File: src/rtl/sio_irq_pkg.sv
package sio_irq_pkg;

  typedef enum logic [3:0] {
    IIR_NONE = 4'b0001,
    IIR_TXE  = 4'b0010,
    IIR_RXD  = 4'b0100,
    IIR_LINE = 4'b0110,
    IIR_TMO  = 4'b1100
  } iir_code_e;

  localparam int ERR_W = 4;

endpackage

File: src/rtl/sio_rx_thresh.sv
module sio_rx_thresh #(
  parameter int FIFO_DEPTH = 16,
  parameter int CNT_W      = $clog2(FIFO_DEPTH + 1)
) (
  input  logic             clk,
  input  logic             rst,
  input  logic             fcr_wr,
  input  logic [1:0]       fcr_rx_sel,
  input  logic [CNT_W-1:0] rx_count,
  output logic             rda_req
);

  localparam logic [CNT_W-1:0] LVL0 = CNT_W'(1);
  localparam logic [CNT_W-1:0] LVL1 = CNT_W'(FIFO_DEPTH / 4);
  localparam logic [CNT_W-1:0] LVL2 = CNT_W'(FIFO_DEPTH / 2);
  localparam logic [CNT_W-1:0] LVL3 = CNT_W'(FIFO_DEPTH - 2);

  logic [1:0]       sel_q;
  logic [CNT_W-1:0] level;

  always_ff @(posedge clk) begin
    if (rst)         sel_q <= 2'b00;
    else if (fcr_wr) sel_q <= fcr_rx_sel;
  end

  always_comb begin
    unique case (sel_q)
      2'b00:   level = LVL0;
      2'b01:   level = LVL1;
      2'b10:   level = LVL2;
      default: level = LVL3;
    endcase
  end

  assign rda_req = (rx_count >= level);

  // a one-entry queue never meets any level other than the lowest
  assert_single_entry_level_R2: assert property (@(posedge clk) disable iff (rst)
    (rx_count == CNT_W'(1) && sel_q != 2'b00) |-> !rda_req);

endmodule

File: src/rtl/sio_lsr_track.sv
module sio_lsr_track #(
  parameter int CNT_W = 5,
  parameter int ERR_W = 4
) (
  input  logic             clk,
  input  logic             rst,
  input  logic [CNT_W-1:0] rx_count,
  input  logic [CNT_W-1:0] tx_count,
  input  logic [ERR_W-1:0] rx_err,
  input  logic             lsr_rd,
  output logic             lsr_rx_ready,
  output logic             lsr_tx_empty,
  output logic [ERR_W-1:0] lsr_err
);

  logic [ERR_W-1:0] err_q;

  always_ff @(posedge clk) begin
    if (rst) begin
      lsr_rx_ready <= 1'b0;
      lsr_tx_empty <= 1'b1;
      err_q        <= '0;
    end else begin
      lsr_rx_ready <= (rx_count != '0);
      lsr_tx_empty <= (tx_count == '0);
      if (lsr_rd) err_q <= rx_err;
      else        err_q <= err_q | rx_err;
    end
  end

  assign lsr_err = err_q;

  // without a status read no stored error bit is lost
  assert_err_sticky_R11: assert property (@(posedge clk) disable iff (rst)
    !lsr_rd |=> ((err_q & $past(err_q)) == $past(err_q)));

  // a non-empty receive queue is reported on the next cycle
  assert_rx_ready_R10: assert property (@(posedge clk) disable iff (rst)
    (rx_count != '0) |=> lsr_rx_ready);

endmodule

File: src/rtl/sio_thre_track.sv
module sio_thre_track #(
  parameter int CNT_W = 5
) (
  input  logic             clk,
  input  logic             rst,
  input  logic [CNT_W-1:0] tx_count,
  input  logic             tx_en_write,
  input  logic             thr_wr,
  input  logic             iir_rd,
  input  logic             iir_shows_txe,
  output logic             txe_pend
);

  logic empty_now;
  logic empty_prev;
  logic set_pend;
  logic clr_pend;

  assign empty_now = (tx_count == '0);
  assign set_pend  = (empty_now && !empty_prev) || (tx_en_write && empty_now);
  assign clr_pend  = thr_wr || (iir_rd && iir_shows_txe);

  always_ff @(posedge clk) begin
    if (rst) begin
      empty_prev <= 1'b1;
      txe_pend   <= 1'b0;
    end else begin
      empty_prev <= empty_now;
      if (clr_pend)      txe_pend <= 1'b0;
      else if (set_pend) txe_pend <= 1'b1;
    end
  end

  // writing a character always drops the pending flag
  assert_thr_write_clears_R7: assert property (@(posedge clk) disable iff (rst)
    thr_wr |=> !txe_pend);

  // reading the code while another source shows keeps the flag
  assert_foreign_read_keeps_R8: assert property (@(posedge clk) disable iff (rst)
    (iir_rd && !iir_shows_txe && !thr_wr && txe_pend) |=> txe_pend);

endmodule

File: src/rtl/sio_irq_prio.sv
module sio_irq_prio
  import sio_irq_pkg::*;
(
  input  logic       clk,
  input  logic       rst,
  input  logic       en_rx,
  input  logic       en_tx,
  input  logic       en_ls,
  input  logic       ls_active,
  input  logic       rda_req,
  input  logic       tmo_req,
  input  logic       txe_pend,
  output logic [3:0] iir_code,
  output logic       irq
);

  iir_code_e next_code;
  iir_code_e code_q;

  always_comb begin
    if (en_ls && ls_active)     next_code = IIR_LINE;
    else if (en_rx && rda_req)  next_code = IIR_RXD;
    else if (en_rx && tmo_req)  next_code = IIR_TMO;
    else if (en_tx && txe_pend) next_code = IIR_TXE;
    else                        next_code = IIR_NONE;
  end

  always_ff @(posedge clk) begin
    if (rst) begin
      code_q <= IIR_NONE;
      irq    <= 1'b0;
    end else begin
      code_q <= next_code;
      irq    <= (next_code != IIR_NONE);
    end
  end

  assign iir_code = code_q;

  // an enabled line-status source outranks every other source
  assert_line_first_R4: assert property (@(posedge clk) disable iff (rst)
    (en_ls && ls_active) |=> (code_q == IIR_LINE));

  // with every enable off the code stays idle
  assert_polled_quiet_R9: assert property (@(posedge clk) disable iff (rst)
    (!en_rx && !en_tx && !en_ls) |=> (code_q == IIR_NONE && !irq));

  // timeout shown when it is the only active source at its level
  assert_timeout_code_R5: assert property (@(posedge clk) disable iff (rst)
    (en_rx && tmo_req && !rda_req && !(en_ls && ls_active)) |=> (code_q == IIR_TMO));

endmodule

File: src/rtl/sio_irq_ctrl.sv
module sio_irq_ctrl
  import sio_irq_pkg::*;
#(
  parameter int FIFO_DEPTH = 16,
  parameter int CNT_W      = $clog2(FIFO_DEPTH + 1)
) (
  input  logic             clk,
  input  logic             rst,
  input  logic             ier_wr,
  input  logic [2:0]       ier_wdata,
  input  logic             fcr_wr,
  input  logic [1:0]       fcr_rx_sel,
  input  logic             iir_rd,
  input  logic             lsr_rd,
  input  logic             thr_wr,
  input  logic [CNT_W-1:0] rx_count,
  input  logic [CNT_W-1:0] tx_count,
  input  logic [3:0]       rx_err,
  input  logic             rx_timeout,
  output logic             irq,
  output logic [3:0]       iir_code,
  output logic             lsr_rx_ready,
  output logic             lsr_tx_empty,
  output logic [3:0]       lsr_err
);

  logic en_rx, en_tx, en_ls;
  logic rda_req;
  logic txe_pend;
  logic [ERR_W-1:0] err_bits;

  always_ff @(posedge clk) begin
    if (rst) begin
      en_rx <= 1'b0;
      en_tx <= 1'b0;
      en_ls <= 1'b0;
    end else if (ier_wr) begin
      en_rx <= ier_wdata[0];
      en_tx <= ier_wdata[1];
      en_ls <= ier_wdata[2];
    end
  end

  sio_rx_thresh #(.FIFO_DEPTH(FIFO_DEPTH), .CNT_W(CNT_W)) u_thresh (
    .clk        (clk),
    .rst        (rst),
    .fcr_wr     (fcr_wr),
    .fcr_rx_sel (fcr_rx_sel),
    .rx_count   (rx_count),
    .rda_req    (rda_req)
  );

  sio_lsr_track #(.CNT_W(CNT_W), .ERR_W(ERR_W)) u_lsr (
    .clk          (clk),
    .rst          (rst),
    .rx_count     (rx_count),
    .tx_count     (tx_count),
    .rx_err       (rx_err),
    .lsr_rd       (lsr_rd),
    .lsr_rx_ready (lsr_rx_ready),
    .lsr_tx_empty (lsr_tx_empty),
    .lsr_err      (err_bits)
  );

  sio_thre_track #(.CNT_W(CNT_W)) u_thre (
    .clk           (clk),
    .rst           (rst),
    .tx_count      (tx_count),
    .tx_en_write   (ier_wr && ier_wdata[1]),
    .thr_wr        (thr_wr),
    .iir_rd        (iir_rd),
    .iir_shows_txe (iir_code == IIR_TXE),
    .txe_pend      (txe_pend)
  );

  sio_irq_prio u_prio (
    .clk       (clk),
    .rst       (rst),
    .en_rx     (en_rx),
    .en_tx     (en_tx),
    .en_ls     (en_ls),
    .ls_active (|err_bits),
    .rda_req   (rda_req),
    .tmo_req   (rx_timeout),
    .txe_pend  (txe_pend),
    .iir_code  (iir_code),
    .irq       (irq)
  );

  assign lsr_err = err_bits;

  // the interrupt line follows the code at the ports
  assert_irq_follows_code_R12: assert property (@(posedge clk) disable iff (rst)
    irq == (iir_code != 4'b0001));

endmodule

File: config.mk
export PLATFORM = sky130hd
export DESIGN_NAME = sio_irq_ctrl
export DESIGN_NICKNAME = d
export VERILOG_FILES = /design/src/rtl/sio_irq_pkg.sv /design/src/rtl/sio_rx_thresh.sv /design/src/rtl/sio_lsr_track.sv /design/src/rtl/sio_thre_track.sv /design/src/rtl/sio_irq_prio.sv /design/src/rtl/sio_irq_ctrl.sv
export SDC_FILE = /design/constraint.sdc
export NUM_CORES = 1
export LEC_CHECK = 0
export CORE_AREA = 2 2 39 41
export DETAILED_ROUTE_END_ITERATION = 6
export DIE_AREA = 0 0 41 43
export DONT_BUFFER_PORTS = 1
export PLACE_DENSITY_LB_ADDON = 0.3
export SYNTH_ARGS = -nofsm -noshare
export SYNTH_HDL_FRONTEND = slang
export SYNTH_SLANG_ARGS = --single-unit
export TNS_END_PERCENT = 1
File: constraint.sdc
create_clock -name clk -period 2.2 [get_ports clk]
set_clock_uncertainty 0.2 [all_clocks]
set_input_delay 0.11 -clock clk [delete_from_list [all_inputs] [get_ports clk]]
set_output_delay 0.11 -clock clk [all_outputs]
set_load 0.03 [all_outputs]
== Word-level counts from Yosys, hierarchy flattened ==
Index checks and enable logic that the tools add are counted.
Word-level totals
  output and inout bits: 11
  flip-flop bits (word level): 17
  logic and storage cells: 38
  bits of input ports: 27
Operators by class
  muxes and demuxes: 6
  magnitude comparators: 1
  equality and inequality tests: 4
  bitwise operators: 1
  reduce and logical (&&, ||, !) cells: 16
Operator list (count)
  4-bit 2-to-1 mux: 4
  4-bit case mux with 3 select lines: 1
  1-bit logical AND: 8
  5-bit by 4-bit >= comparator with 1-bit output: 1
  5-bit zero test: 1
  5-bit nonzero test: 1
  4-bit by 2-bit equality test with 1-bit output (second input constant): 1
  4-bit by 1-bit != test with 1-bit output (second input constant): 1
  4-bit OR: 1
  4-bit OR reduction: 1
  2-bit by 1-bit equality test with 1-bit output (second input constant): 1
  2-bit equality test (second input constant): 1
  2-bit zero test: 1
  1-bit logical OR: 2
  2-bit 2-to-1 mux: 1
  2-bit OR reduction: 1
  1-bit zero test: 1

== Longest topological paths before layout ==
Gate-level depths: netlist (run 1).
  depth in word-level cells: 7
  mapped depth: 6
  gate-level depth less buffers: 6

== Cells and area by module ==
From an unflattened synthesis (run 1), not the netlist that was laid out.
Unflattened totals
  cells, all modules: 79
  area, all modules: 777.0 um^2
By module, submodules not included
  sio_lsr_track: seq. area each 120.1 um^2, instances 1, cells each 23, area each 209.0 um^2
  sio_rx_thresh: seq. area each 40.0 um^2, instances 1, cells each 21, area each 187.7 um^2
  sio_irq_prio: seq. area each 100.1 um^2, instances 1, cells each 15, area each 166.4 um^2
  sio_irq_ctrl: seq. area each 60.1 um^2, instances 1, cells each 12, area each 123.9 um^2
  sio_thre_track: seq. area each 40.0 um^2, instances 1, cells each 8, area each 90.1 um^2

== Worst setup path before layout (run 1) ==
No wires, ideal clock.
  path type: register -> register
  start: reg u_thresh.sel_q[0]
  end: reg u_prio.irq
  library setup time: 0.125 ns
  required time: 1.875 ns
  period minus slack after synthesis: 1.750 ns
  buffers on the path: 0
  slack: 0.450 ns
  data arrival time: 1.425 ns
  cell stages (with the launch flop): 7
  cells stage by stage: dfxtp_1 nor2_1 ha_1 nand2b_1 a211oi_1 o21ai_1 o41a_1
On the way
  word-level cells in the longest chain between the ends: 7
  elaborated cells on any way between the ends: 9
  classes of those cells: 1 x order compare; 3 x eq/ne; 3 x mux; 2 x reduce/logical
RTL lines
  start: declaration: RTL line sio_rx_thresh.sv:18  | logic [1:0] sel_q;
  start signal: assignment: RTL line sio_rx_thresh.sv:23  | else if (fcr_wr) sel_q <= fcr_rx_sel;
  2-bit equality test, or another cell as far along: RTL line sio_rx_thresh.sv:27  | unique case (sel_q)
  4-bit case mux with 3 select lines *: RTL line sio_rx_thresh.sv:27
  5-bit by 4-bit >= comparator with 1-bit output *: RTL line sio_rx_thresh.sv:35  | assign rda_req = (rx_count >= level);
  1-bit logical AND *: RTL line sio_irq_prio.sv:22  | else if (en_rx && rda_req) next_code = IIR_RXD;
  4-bit 2-to-1 mux *: RTL line sio_irq_prio.sv:22
  4-bit 2-to-1 mux *: RTL line sio_irq_prio.sv:21  | if (en_ls && ls_active) next_code = IIR_LINE;
  4-bit by 1-bit != test with 1-bit output *: RTL line sio_irq_prio.sv:34  | irq <= (next_code != IIR_NONE);
  end signal: assignment: RTL line sio_irq_prio.sv:34
  end: declaration: RTL line sio_irq_prio.sv:14  | output logic irq
Every way passes the cells marked *; elsewhere a longest branch is shown, timed or not.
A chain may end at the register's enable or synchronous reset.

== Worst setup path in the final report (run 1) ==
  start: reg u_prio.code_q[1], in the netlist u_prio.iir_code[1]
  end: reg u_thre.txe_pend
On the way
  word-level cells in the longest chain between the ends: 4
RTL lines
  start: declaration: RTL line sio_irq_prio.sv:18  | iir_code_e code_q;
  start signal: assignment: RTL line sio_irq_prio.sv:33  | code_q <= next_code;
  4-bit by 2-bit equality test with 1-bit output: RTL line sio_irq_ctrl.sv:72  | .iir_shows_txe (iir_code == IIR_TXE),
  1-bit logical AND: RTL line sio_thre_track.sv:21  | assign clr_pend = thr_wr || (iir_rd && iir_shows_txe);
  1-bit logical OR: RTL line sio_thre_track.sv:21
  2-bit OR reduction (no source line)
  end signal: assignment: RTL line sio_thre_track.sv:26  | txe_pend <= 1'b0;
  end signal: assignment: RTL line sio_thre_track.sv:29  | if (clr_pend) txe_pend <= 1'b0;
  end signal: assignment: RTL line sio_thre_track.sv:30  | else if (set_pend) txe_pend <= 1'b1;
  end: declaration: RTL line sio_thre_track.sv:11  | output logic txe_pend
No other way between the ends.

==> results of run 1 <==
power by group through the flow:
stage	clock network (mW)	registers, mW	logic [mW]
4_1_cts	0.171	0.361	0.0887
5_1_grt	0.183	0.364	0.104
3_3_place_gp	0	0.368	0.0434
3_5_place_dp	0	0.368	0.0449
6_report	0.167	0.361	0.0917
2_1_floorplan	0	0.365	0.0446
cell usage after synthesis:
cell	n
sky130_fd_sc_hd__o41ai_1	3
sky130_fd_sc_hd__o21ai_1	1
sky130_fd_sc_hd__a21oi_2	1
sky130_fd_sc_hd__nand2_2	1
sky130_fd_sc_hd__o31a_1	1
sky130_fd_sc_hd__nor2_4	1
sky130_fd_sc_hd__o21ai_0	1
sky130_fd_sc_hd__and2_1	1
sky130_fd_sc_hd__a21oi_1	7
sky130_fd_sc_hd__inv_1	4
sky130_fd_sc_hd__o41a_1	2
sky130_fd_sc_hd__or4_4	1
sky130_fd_sc_hd__clkbuf_8	1
sky130_fd_sc_hd__clkbuf_1	1
sky130_fd_sc_hd__a2111oi_2	1
sky130_fd_sc_hd__a211oi_1	1
sky130_fd_sc_hd__dfxtp_1	17
sky130_fd_sc_hd__mux2i_1	4
sky130_fd_sc_hd__nand2_1	4
sky130_fd_sc_hd__nor4_1	2
sky130_fd_sc_hd__nand2b_1	2
sky130_fd_sc_hd__or2_1	1
sky130_fd_sc_hd__ha_1	4
sky130_fd_sc_hd__nor2_1	15
sky130_fd_sc_hd__nor3_1	1
sky130_fd_sc_hd__nor4b_1	1
state kept, by name, indices dropped and copies added, names as in the netlist:
signal,flops
u_lsr.lsr_err,4
u_thre.empty_prev,1
u_prio.iir_code,4
u_thresh.sel_q,2
u_lsr.lsr_rx_ready,1
u_prio.irq,1
u_thre.txe_pend,1
en_ls,1
en_rx,1
en_tx,1
worst min-delay path, stage by stage:
cell and delay [ns]:
sky130_fd_sc_hd__ha_1 0.12, sky130_fd_sc_hd__nor2_1 0.04, sky130_fd_sc_hd__o21ai_1 0.19, sky130_fd_sc_hd__nor4_1 0.09
routing by layer:
| metal | up-vias | wire length, um | GRT usage, % | part of all wire (%) |
|---|---|---|---|---|
| met4 | 0 | 56 | 14.00 | 3.2 |
| li1 | 337 | - | - | - |
| met5 | - | 0 | 0 | 0 |
| met2 | 34 | 903 | 41.56 | 51 |
| met3 | 7 | 138 | 9.424 | 7.8 |
| met1 | 311 | 664 | 25.91 | 38 |
stage by stage:
| stage | instances | total power [mW] | hold WS (ns) |
|---|---|---|---|
| 6_report | 123 | 0.6197 | 0.08764 |
| 4_1_cts | 123 | 0.6210 | 0.08571 |
| 2_1_floorplan | 79 | 0.4096 | -0.02114 |
| 5_1_grt | 123 | 0.6502 | 0.1484 |
| 3_3_place_gp | 93 | 0.4110 | -0.02003 |
| 3_5_place_dp | 93 | 0.4133 | -0.01991 |
worst max-delay path by stage:
stage / from / endpoint / slack, ns / depth (start not counted)
after floorplan: u_thresh.sel_q[0] / u_prio.irq / 0.45 / 6
after global placement: u_thresh.sel_q[0] / u_prio.irq / 0.39 / 6
after detailed placement: u_thresh.sel_q[0] / u_prio.irq / 0.35 / 6
after CTS: u_thresh.sel_q[0] / u_prio.irq / 0.33 / 6
after global routing: u_thresh.sel_q[1] / u_prio.irq / 0.20 / 6
final: u_prio.iir_code[1] / u_thre.txe_pend / 0.34 / 3
logic make-up (layout without fill, tap and decap cells):
| group | after synthesis | after routing |
|---|---|---|
| compound gates | 18 | 18 |
| fa+ha+maj | 4 | 4 |
| buf+inv | 6 | 34 |
| flops | 17 | 17 |
| mux | 4 | 4 |
| simple gates | 30 | 30 |
final cells by class:
cell class                      count  share of cell area, %
Multi-Input combinational cell     56                  36.19
Sequential cell                    17                  32.81
Timing Repair Buffer               26                  25.09
Clock buffer                        4                  2.533
Tap cell                           16                  1.930
Inverter                            4                  1.448
==> impl.org, run 1 <==
** Global route
- The initial antenna violation count is 0.
- The number of global-route vias before repair was 684.
- Summed over all layers, the global routing overflow is 0.
- In the global route stage, overall resource usage came out at roughly a quarter.
- First-pass GRT wire length :: between 2000 and 3000 um
- Entering global routing, the biggest net connects 18 pins.

** Timing
- Relative max-transition margin :: 62.22%
- Based on the critical path, the design can be clocked at up to 537.1 MHz.
- Post-route setup slack :: 0.3380 ns
- Total Neg Setup Slack :: 0 ns
- Setup repair after global routing missed its margin :: no
- Setup violations remaining at the end of the flow were counted as 0.
- Count of final hold-check violations :: 0
- In the finished design, the share of the clock period the worst path needs comes to a little over four fifths.
- For the pin with the worst max-slew slack, the measured transition is 0.5649 ns.
- Counting I/O delays and the setup requirement, the final critical path takes 1.862 ns.
- The final max-slew violation count is 0.

** Worst setup path
- Path type of the worst setup path :: reg -> reg
- Reg-to-reg startpoint :: u_prio.iir_code[1]
- Critical path endpoint category :: flip-flop
- STA puts the critical path data arrival time at 1.85 ns.
- STA classifies the critical path startpoint as a flip-flop.
- The setup check on the worst reg-to-reg path leaves a slack of 0.34 ns.
- Together, buffers and inverters on the worst path number 1.
- Worst stage delay on the critical path :: roughly 0.57 ns
- Highest fanout seen on the critical path :: 2
- The critical path goes through nor4b_1 -> a2111oi_2 -> dlygate4sd3_1.
- On the critical path, the stage with the largest delay is an instance of sky130_fd_sc_hd__dlygate4sd3_1.
- In this design, the largest share of critical-path delay is due to buffers and inverters.
- Critical path data required time :: 2.19 ns
- The worst register-to-register path ends at u_thre.txe_pend.
- The worst register-to-register path has a depth of 3.

** Synthesis
- Netlist cell types :: 26
- During synthesis, Yosys emitted a total of 0 warnings.
- In this run the mean area of a mapped cell was 9.471 um2.
- Summing the areas of all and, or, nand and nor instances in the mapped netlist gives 20.23% of the synthesized area.
- The synthesized netlist occupies a cell area of approximately 750 um2.
- Flop and latch count out of synthesis :: 17
- Dominant combinational cell family by area after synthesis :: simple AND/OR/NAND/NOR gates
- For this run, the register share of the synthesized area comes to 45.48%.
- Post-synthesis mux area share :: 5.351%
- Of the post-synthesis cell area, the dominant cell type holds 45.48%.
- Summing the areas of all xor and xnor instances in the mapped netlist gives 0% of the synthesized area.
- Post-synthesis adder-cell area fraction :: 6.689%
- The synthesized netlist devotes 17.89% of its cell area to compound gates.
- Cells after Synth :: 79
- Of all cell types, the one taking the most synthesized area is sky130_fd_sc_hd__dfxtp_1.
- Top area cells in the synthesized netlist :: sky130_fd_sc_hd__dfxtp_1, sky130_fd_sc_hd__nor2_1, sky130_fd_sc_hd__ha_1
- Syn nets :: 110

** Cells and area
- The finished cells cover approximately 0.0010 mm2.
- The library cell used most frequently in the layout, excluding fill and tap cells, is sky130_fd_sc_hd__dlygate4sd3_1.
- The sequential cells in the finished layout cover a total of approximately 340 um2.
- Area of the multi-input gates :: 375.4 um2
- Diode insertion count for antenna repair :: 0
- Count of fill cells added during filler insertion :: 94
- Relative to the synthesized area, the layout overhead comes to 38.63%.
- Cells with a size suffix above 1 make up 7.477% of the layout.
- Cells fill 74.95% of the core in the end.
- The library cells used most frequently in the layout, excluding fill and tap cells, are sky130_fd_sc_hd__dlygate4sd3_1, sky130_fd_sc_hd__dfxtp_1, sky130_fd_sc_hd__nor2_1.
- At the end of the flow, the number of nets in the layout was about 140.

** Placed design
- Placer Congestion :: 0.8348
- Port bufs :: 0
- Summing all placed instances gives a cell area of approximately 750 um2.
- Detailed-placement wirelength estimate :: 1003 um
- Setup WS pre-CTS :: 0.3493 ns

** Clock tree
- No sink is reached through more buffers than the 2 on the longest clock path.
- CTS placed an instance of sky130_fd_sc_hd__clkbuf_4 at the clock tree root.
- After clock tree synthesis, the flow added hold-fix buffers numbering 26.
- The clock net in this run drives a total of 17 sinks.
- Post-CTS timing repair inserted 0 buffers for setup.
- CTS H-Tree Depth :: 1
- Reg clk slew, reported paths :: 0.09 ns
- Gates resized during post-CTS repair numbered 0.
- At the later pin of the worst-skew pair, clock insertion delay measures 0.29 ns.
- Clock buffer count from CTS :: 3
- TritonCTS built the clock tree.

** Flow run
- Max-cap violations in this run came to 0.

** Detailed routing
- Post-detailed-route count of antenna-violating nets :: 0
- For this block, the routed nets add up to 1762 um of wire.
- After detailed routing, the number of remaining DRC violations is 0.
- Starting DRT DRC Count :: 14
- The first TritonRoute pass finished after 4 iterations.
- The routed layout has just under 700 vias.
- Post-detailed-route wirelength per cell :: between 10 and 15 um
- After detailed routing, the number of vias per cell comes to 5.602.

** Power and ir drop
- NetSw :: ~170 uW
- Part of the total power dissipated in combinational logic :: 14.8%
- Sequential share of power :: 58.2%
- For this design the static power due to leakage is about 0.41 nW.
- P_int :: 450.9 uW
- Switching portion of total power :: between 20% and 30%
- Max rail drop VDD :: 0.4980 mV
- Power spread over the standard cell area amounts to 597.4 mW/mm2.
- In this run, the clock network consumes between 20% and 30% of the power.

** Die
- The die is about 43 um tall.
- In this run the core area contains 14 standard-cell rows.
- Area of the die :: 0.001763 mm2
- In this run the standard cell core region covers 0.001384 mm2.
- For this configuration, the core starts out at a cell density of between 50 and 60%.
- The die is 41 um wide.
- 38 I/O pins were placed.

** Run status
- The flow ran to the end, and the final reports show no timing, DRC or antenna violations.

** Worst hold path
- Counting instances, the worst hold path has a depth of 4.
- The tightest min-delay check is of the in -> reg type.
- For hold timing, the worst endpoint is u_prio.iir_code[3].
- Source of the worst hold timing path :: rx_count[3]
Power figures use the tool's default switching activity.
==> inputs of run 2 (changes only) <==
- clock period: 2.2 -> 1.8 ns (I/O delays scaled with it)
==> run 2 against run 1 <==
Against the previous run: the flow now finishes with violations (setup timing); fmax decreased by 1.3%; global-route usage increased by 4.4 points; register-to-register slack got worse by 0.42 ns; flip-flop and latch count unchanged; cell area increased by 14%; hold slack improved by 0.015 ns; cell count increased by 8.9%; total power increased by 30%; sequential share of layout area decreased by 3.6 points; sequential power increased by 17%; combinational power increased by 92%; critical path type unchanged; largest cell class unchanged.
==> impl.org, run 2 (synthesis gave the netlist of run 1 again) <==
** Timing
- The slew at the pin closest to its max-slew limit was 0.6955 ns (+0.1306 ns).
- The final max-slew violation count was 0 (unchanged).
- The number of endpoints failing setup at the final stage came to 4 (+4).
- Setup repair after global routing missed its margin :: yes
- The number of failing hold endpoints at the final stage came to 0 (unchanged).
- The final worst-path cycle share was 104.8% (+20 points).
- Min Clock Period, post-route :: 1.886 ns (+0.02361 ns)
- Post-route setup slack :: -0.08561 ns (-0.4236 ns)
- The headroom to the max-slew limit came to 53.63% (-8.6 points).
- Final hold slack :: 0.1027 ns (+0.01502 ns)
- Fmax :: 530.3 MHz (-1.3%)
- Total Neg Setup Slack :: -0.1540 ns (-0.1540 ns)

** Cells and area
- The final layout net count is 150 (+7.9%).
- The total inserted antenna cells came to 0 (unchanged).
- Relative to the synthesized area, the layout overhead comes to 57.69%.
- Share of final-layout standard cells stronger than drive strength 1 :: 23.73% (+16 points)
- Leaving out fill and tap cells, the most frequent cell in the layout is sky130_fd_sc_hd__dlygate4sd3_1.
- In the layout the commonest cells are sky130_fd_sc_hd__dlygate4sd3_1, sky130_fd_sc_hd__nor2_1, sky130_fd_sc_hd__dfxtp_1.

** Power and ir drop
- The power per cell area is 680.4 mW/mm2 (+14%).
- The total leakage power came to 0.5073 nW (+24%).
- The worst supply voltage drop on vdd was 0.5548 mV (+11%).

** Worst setup path
- In this run the critical register-to-register path is launched from u_thresh.sel_q[0].
- The arrival time at the worst endpoint was 1.87 ns (+0.02 ns).
- Among all stages on the critical path, the largest delay is contributed by sky130_fd_sc_hd__dfxtp_2.
- Critical path endpoint category :: flip-flop
- Buf+Inv Stages, Crit Path :: 2 (+1)
- The worst setup path is launched from a flip-flop.
- The signal on the critical path passes through buf_6 -> inv_1 -> ha_1 -> o21ai_0 -> o21ai_2 -> o41a_1.
- Worst stage delay on the critical path :: 0.39 ns (-0.18 ns)
- Kind of cell with the highest combined delay on the critical path :: compound AO/OA/AOI/OAI gates
- Highest fanout seen on the critical path :: 5 (+3)
- Critical path data required time :: 1.78 ns (-0.41 ns)
- The most critical setup path has its startpoint at u_thresh.sel_q[0].
- Path type of the worst setup path :: reg -> reg

** Die
- The standard-cell row count is 14 (unchanged).
- Area of the die :: 0.001763 mm2 (unchanged)
- Starting utilization of the core area :: 54.07% (unchanged)
- Die height :: 43 um (unchanged)
- Horiz. Die Dim :: 41 um (unchanged)
- Total I/O pin count :: 38 (unchanged)
- The area of the placeable core is 0.001384 mm2 (unchanged).

** Detailed routing
- The per-cell routed wire length was 18.22 um (+27%).
- The first-pass iteration count of the detailed router was 4 (unchanged).
- The post-route antenna net violation count was 0 (unchanged).
- Average via count per standard cell :: 5.799 (+3.5%)
- The routed via count was 777 (+13%).
- The count of routing violations after the opening detailed-route iteration is 14 (unchanged).
- The total detailed-routing wirelength was 2442 um (+39%).
- Residual DRC :: 0 (unchanged)

** Clock tree
- Longest Clk Path Bufs :: 2 (unchanged)
- Reg clk slew, reported paths :: 0.09 ns (about the same)
- Clk Latency, worst-skew pair :: 0.29 ns (about the same)
- Post-CTS Repair Setup Buffers :: 0 (unchanged)
- TritonCTS clock tree :: done
- Number of clock sinks :: 17 (unchanged)
- In this run the clock root is driven by a sky130_fd_sc_hd__clkbuf_4.
- Clock buffer count from CTS :: 3 (unchanged)
- CTS H-Tree Depth :: 1 (unchanged)

** Global route
- Maximum number of pins on one net before global-route repair :: 19 (+1)
- Overall routing resource usage :: 29.79% (+4.4 points)
- Global-route congestion overflow total :: 0 (unchanged)
- The first-pass GRT wire length is 3387 um (+17%).
- Via count of the first global-routing pass :: 808 (+18%)
- Antenna violations before repair :: 0 (unchanged)

** Placed design
- The global placer's final weighted congestion is 0.8031 (-3.8%).
- The count of buffers inserted at the top-level ports is 0 (unchanged).

** Run status
- The run finished, with violations left.
- The checks that failed: setup timing.

** Flow run
- Maximum Capacitance Violations :: 0 (unchanged)

** Worst hold path
- Classification of the worst-slack hold path :: in -> reg
- The worst hold path begins at rx_count[1].
run 2: cell types whose count changed in the layout (fill, tap and decap cells not counted), sizes merged:
cell,previous run,this run
dlygate4sd3,26,25
dlymetal6s4s,0,2
buf,0,10
run 2: routing by layer:
metal | wire length [um] | part of all wire [%] | vias to the layer above | GRT usage, %
met1 | 821 | 34 | 363 | 28.81
met2 | 1342 | 55 | 44 | 53.13
met5 | 0 | 0 | - | 0
li1 | - | - | 358 | -
met3 | 156 | 6.4 | 12 | 4.188
met4 | 121 | 5.0 | 0 | 19.33
run 2: timing repair:
| action | 4_1_cts | 5_1_grt |
|---|---|---|
| pin swaps | 0 | 2 |
| endpoints found under the hold margin | 17 | 1 |
| resized for setup | 4 | 10 |
| setup endpoints to repair | 2 | 9 |
| hold buffers | 26 | 1 |
run 2: layout make-up:
type | instances | area, um2
multi-input combinational | 56 | 416.7
timing repair buffer | 37 | 357.8
fill | 74 | 203.9
inverter | 4 | 15.01
tap | 16 | 20.02
clock buffer | 4 | 26.28
sequential | 17 | 344.1
run 2: report_power, final:
part / internal [mW] / total, mW / switching, mW
sequential: 0.398 / 0.424 / 0.0260
combinational: 0.0934 / 0.176 / 0.0829
clock: 0.0861 / 0.203 / 0.117
total: 0.577 / 0.803 / 0.225
run 2: worst register-to-register path, stage by stage, from the launching register on:
cell,delay (ns)
sky130_fd_sc_hd__dfxtp_2,0.39
sky130_fd_sc_hd__buf_6,0.12
sky130_fd_sc_hd__inv_1,0.04
sky130_fd_sc_hd__ha_1,0.26
sky130_fd_sc_hd__o21ai_0,0.30
sky130_fd_sc_hd__o21ai_2,0.14
sky130_fd_sc_hd__o41a_1,0.32
run 2: final timing paths:
kind | slack, ns | cells after the start | to
setup / recovery | -0.09 | 6 | u_prio.irq
hold / removal | 0.10 | 4 | u_prio.iir_code[3]
hold reg to reg | 0.32 | 2 | u_prio.iir_code[3]
setup reg to reg | -0.09 | 6 | u_prio.irq
run 2: stage by stage:
step | std cells | util [%] | setup WS [ns] | total power [mW] | instance area, um2
after global routing | 134 | 85.26 | -0.1638 | 0.8300 | 1180
after global placement | 103 | 59.67 | 0.01218 | 0.5197 | 825.8
after floorplan | 79 | - | 0.04977 | 0.5006 | 748.2
after detailed placement | 103 | 59.67 | -0.03927 | 0.5241 | 825.8
final | 134 | 85.26 | -0.08561 | 0.8028 | 1180
after CTS | 133 | 81.65 | -0.01021 | 0.7785 | 1130
==> inputs of run 3 (changes only) <==
- CORE_AREA: 2 2 39 41 -> default
- CORE_UTILIZATION: default -> 31
- DIE_AREA: 0 0 41 43 -> default
==> run 3 against run 2 <==
Against the previous run: the flow now finishes without violations; fmax rose by 6.8%; total power fell by 0.80%; critical path depth did not move; first-iteration DRC count fell by 57%; combinational power fell by 4%; critical path type unchanged; largest power group unchanged.
==> impl.org, run 3 (synthesis gave the netlist of run 1 again) <==
** Run status
- Run status :: completed

** Detailed routing
- The total detailed-routing wirelength came to 1872 um (-23%).
- The count of routing violations after the opening detailed-route iteration is 6 (-8).
- Average via count per standard cell :: 5.007 (-14%)
- Residual DRC :: 0 (unchanged)
- DR pass1 iterations :: 3 (-1)
- Post-detailed-route count of antenna-violating nets :: 0 (unchanged)
- The per-cell routed wire length came to 12.82 um (-30%).
- The routed via count came to 731 (-5.9%).

** Die
- Horiz. Die Dim :: 51.13 um (+25%)
- The count of pins on the block boundary is 38 (unchanged).
- Die height :: 51.13 um (+19%)
- The area of the placeable core was 0.002233 mm2 (+61%).
- Number of placement rows :: 17 (+3)
- The starting density of the core was 33.50% (-21 points).
- The full die area is 0.002614 mm2 (+48%).

** Cells and area
- Diode insertion count for antenna repair :: 0 (unchanged)
- The library cell used most frequently in the layout, excluding fill and tap cells, is sky130_fd_sc_hd__dlygate4sd3_1.
- Count of fill cells added during filler insertion :: 218 (+190%)
- Share of final-layout standard cells stronger than drive strength 1 :: 21.19% (-2.5 points)
- Most frequent cells in the layout :: sky130_fd_sc_hd__dlygate4sd3_1, sky130_fd_sc_hd__nor2_1, sky130_fd_sc_hd__dfxtp_1
- Final layout net count :: 150 (unchanged)
- Summed area of non-filler cells in the final layout :: 0.001166 mm2 (-1.2%)
- From synthesis to final layout, the design area changed by 55.85%.

** Global route
- The number of global-route vias before repair came to 778 (-3.7%).
- Antenna violations before repair :: 0 (unchanged)
- The pin count of the biggest net entering global routing is 18 (-1).
- Overall routing resource usage :: 17.15% (-13 points)
- Global-route congestion overflow total :: 0 (unchanged)
- First-pass GRT wire length :: 3215 um (-5.1%)

** Worst setup path
- The endpoint required time on the critical path was 1.77 ns (about the same).
- In this run the worst setup path terminates at u_prio.irq.
- Signal arrival time at the worst endpoint :: 1.74 ns (-0.13 ns)
- FF-to-FF setup slack :: 0.03 ns (+0.12 ns)
- The worst setup path is captured at a flip-flop.
- Type of element launching the critical path :: flip-flop
- The startpoint identified for the worst register-to-register timing path is u_thresh.sel_q[1].
- The largest fanout of any net on the critical path came to 5 (unchanged).
- In this run the critical register-to-register path is captured at u_prio.irq.
- Path type of the worst setup path :: reg -> reg
- R2R depth :: 6 (unchanged)
- The critical path starts at u_thresh.sel_q[1].

** Timing
- The slew at the pin closest to its max-slew limit was 0.6236 ns (-0.07190 ns).
- The headroom to the max-slew limit was 58.43% (+4.8 points).
- Count of final hold-check violations :: 0 (unchanged)
- The final max-slew violation count is 0 (unchanged).
- The clock period minus worst slack is 1.766 ns (-0.1199 ns).
- Fmax :: 566.3 MHz (+6.8%)
- The worst setup slack after layout was 0.03427 ns (+0.1199 ns).
- # setup viols final :: 0 (-4)
- Final period utilization :: 98.10% (-6.7 points)
- Setup repair after global routing missed its margin :: yes

** Clock tree
- TritonCTS built the clock tree.
- Longest Clk Path Bufs :: 2 (unchanged)
- The clock transition at the registers of the reported paths was 0.10 ns (about the same).
- The number of clock sinks is 17 (unchanged).
- The worst-skew pair later-pin latency came to 0.29 ns (about the same).
- Post-CTS Repair Setup Buffers :: 0 (unchanged)
- The number of buffers created by CTS is 3 (unchanged).
- CTS placed an instance of sky130_fd_sc_hd__clkbuf_4 at the clock tree root.
- The number of levels in the clock H-tree came to 1 (unchanged).

** Placed design
- Setup WS pre-CTS :: -0.03816 ns (+0.001112 ns)
- Port bufs :: 0 (unchanged)
- Cell area after placement :: 840.8 um2 (+1.8%)
- Detailed-placement wirelength estimate :: 1166 um
- Placer Congestion :: 0.7731 (-3.7%)

** Power and ir drop
- The overall power of the completed layout is 796.3 uW (-0.80%).
- The worst supply voltage drop on vdd is 0.5526 mV (-0.39%).
- Pwr dens :: 682.9 mW/mm2 (+0.37%)
- The total leakage power came to 0.4828 nW (-4.8%).

** Worst hold path
- Classification of the worst-slack hold path :: in -> reg

** Flow run
- The total of max-cap violations is 0 (unchanged).
[run 3: critical path, stage by stage, from the launching register on]
cell and delay, ns:
sky130_fd_sc_hd__dfxtp_2 0.34, sky130_fd_sc_hd__nor2_1 0.09, sky130_fd_sc_hd__ha_1 0.24, sky130_fd_sc_hd__nand2b_4 0.14, sky130_fd_sc_hd__a211oi_2 0.20, sky130_fd_sc_hd__o21ai_2 0.12, sky130_fd_sc_hd__o41a_1 0.32
[run 3: worst min-delay path by stage]
stage	endpoint	cells past startpoint	from	slack [ns]
after CTS	u_prio.iir_code[3]	4	rx_count[1]	0.08
final	u_prio.iir_code[3]	4	rx_count[1]	0.11
after global placement	u_thre.txe_pend	1	thr_wr	-0.04
after floorplan	u_thre.txe_pend	1	thr_wr	-0.04
after global routing	u_prio.iir_code[1]	4	rx_count[1]	0.13
after detailed placement	u_thre.txe_pend	1	thr_wr	-0.04
[run 3: layout make-up]
class / count / area, um2 / area share [%]
Timing Repair Buffer: 37 / 351.6 / 30.15
Inverter: 4 / 15.01 / 1.288
Clock buffer: 4 / 26.28 / 2.253
Sequential cell: 17 / 344.1 / 29.51
Multi-Input combinational cell: 56 / 394.1 / 33.80
Tap cell: 28 / 35.03 / 3.004
[run 3: where the power goes]
part,internal (mW),switching [mW],leakage (nW),total (mW)
clock,0.0860,0.121,0.0150,0.207
combinational,0.0920,0.0775,0.327,0.169
sequential,0.398,0.0218,0.141,0.419
total,0.576,0.221,0.483,0.796
[run 3: what timing repair did]
action | in CTS | in global routing
pin swaps | 0 | 2
setup endpoints to repair | 2 | 8
gates resized for setup | 3 | 7
hold buffers | 27 | 0
hold endpoints to repair | 17 | 0
[run 3: per-stage QoR]
| stage | util, % | cells | setup TNS, ns | hold WS [ns] |
|---|---|---|---|---|
| 2_1_floorplan | - | 79 | 0 | -0.04114 |
| 3_3_place_gp | 37.65 | 115 | 0 | -0.03839 |
| 3_5_place_dp | 37.65 | 115 | -0.03816 | -0.03880 |
| 4_1_cts | 51.37 | 146 | 0 | 0.07588 |
| 5_1_grt | 52.21 | 146 | -0.06612 | 0.1328 |
| 6_report | 52.21 | 146 | 0 | 0.1138 |
[run 3: layer usage]
metal | global-route usage [%] | up-vias | share of wire (%)
li1 | - | 357 | -
met1 | 18.07 | 343 | 38
met2 | 30.92 | 27 | 54
met3 | 4.464 | 4 | 6.3
met4 | 8.796 | 0 | 1.9
met5 | 0 | - | 0
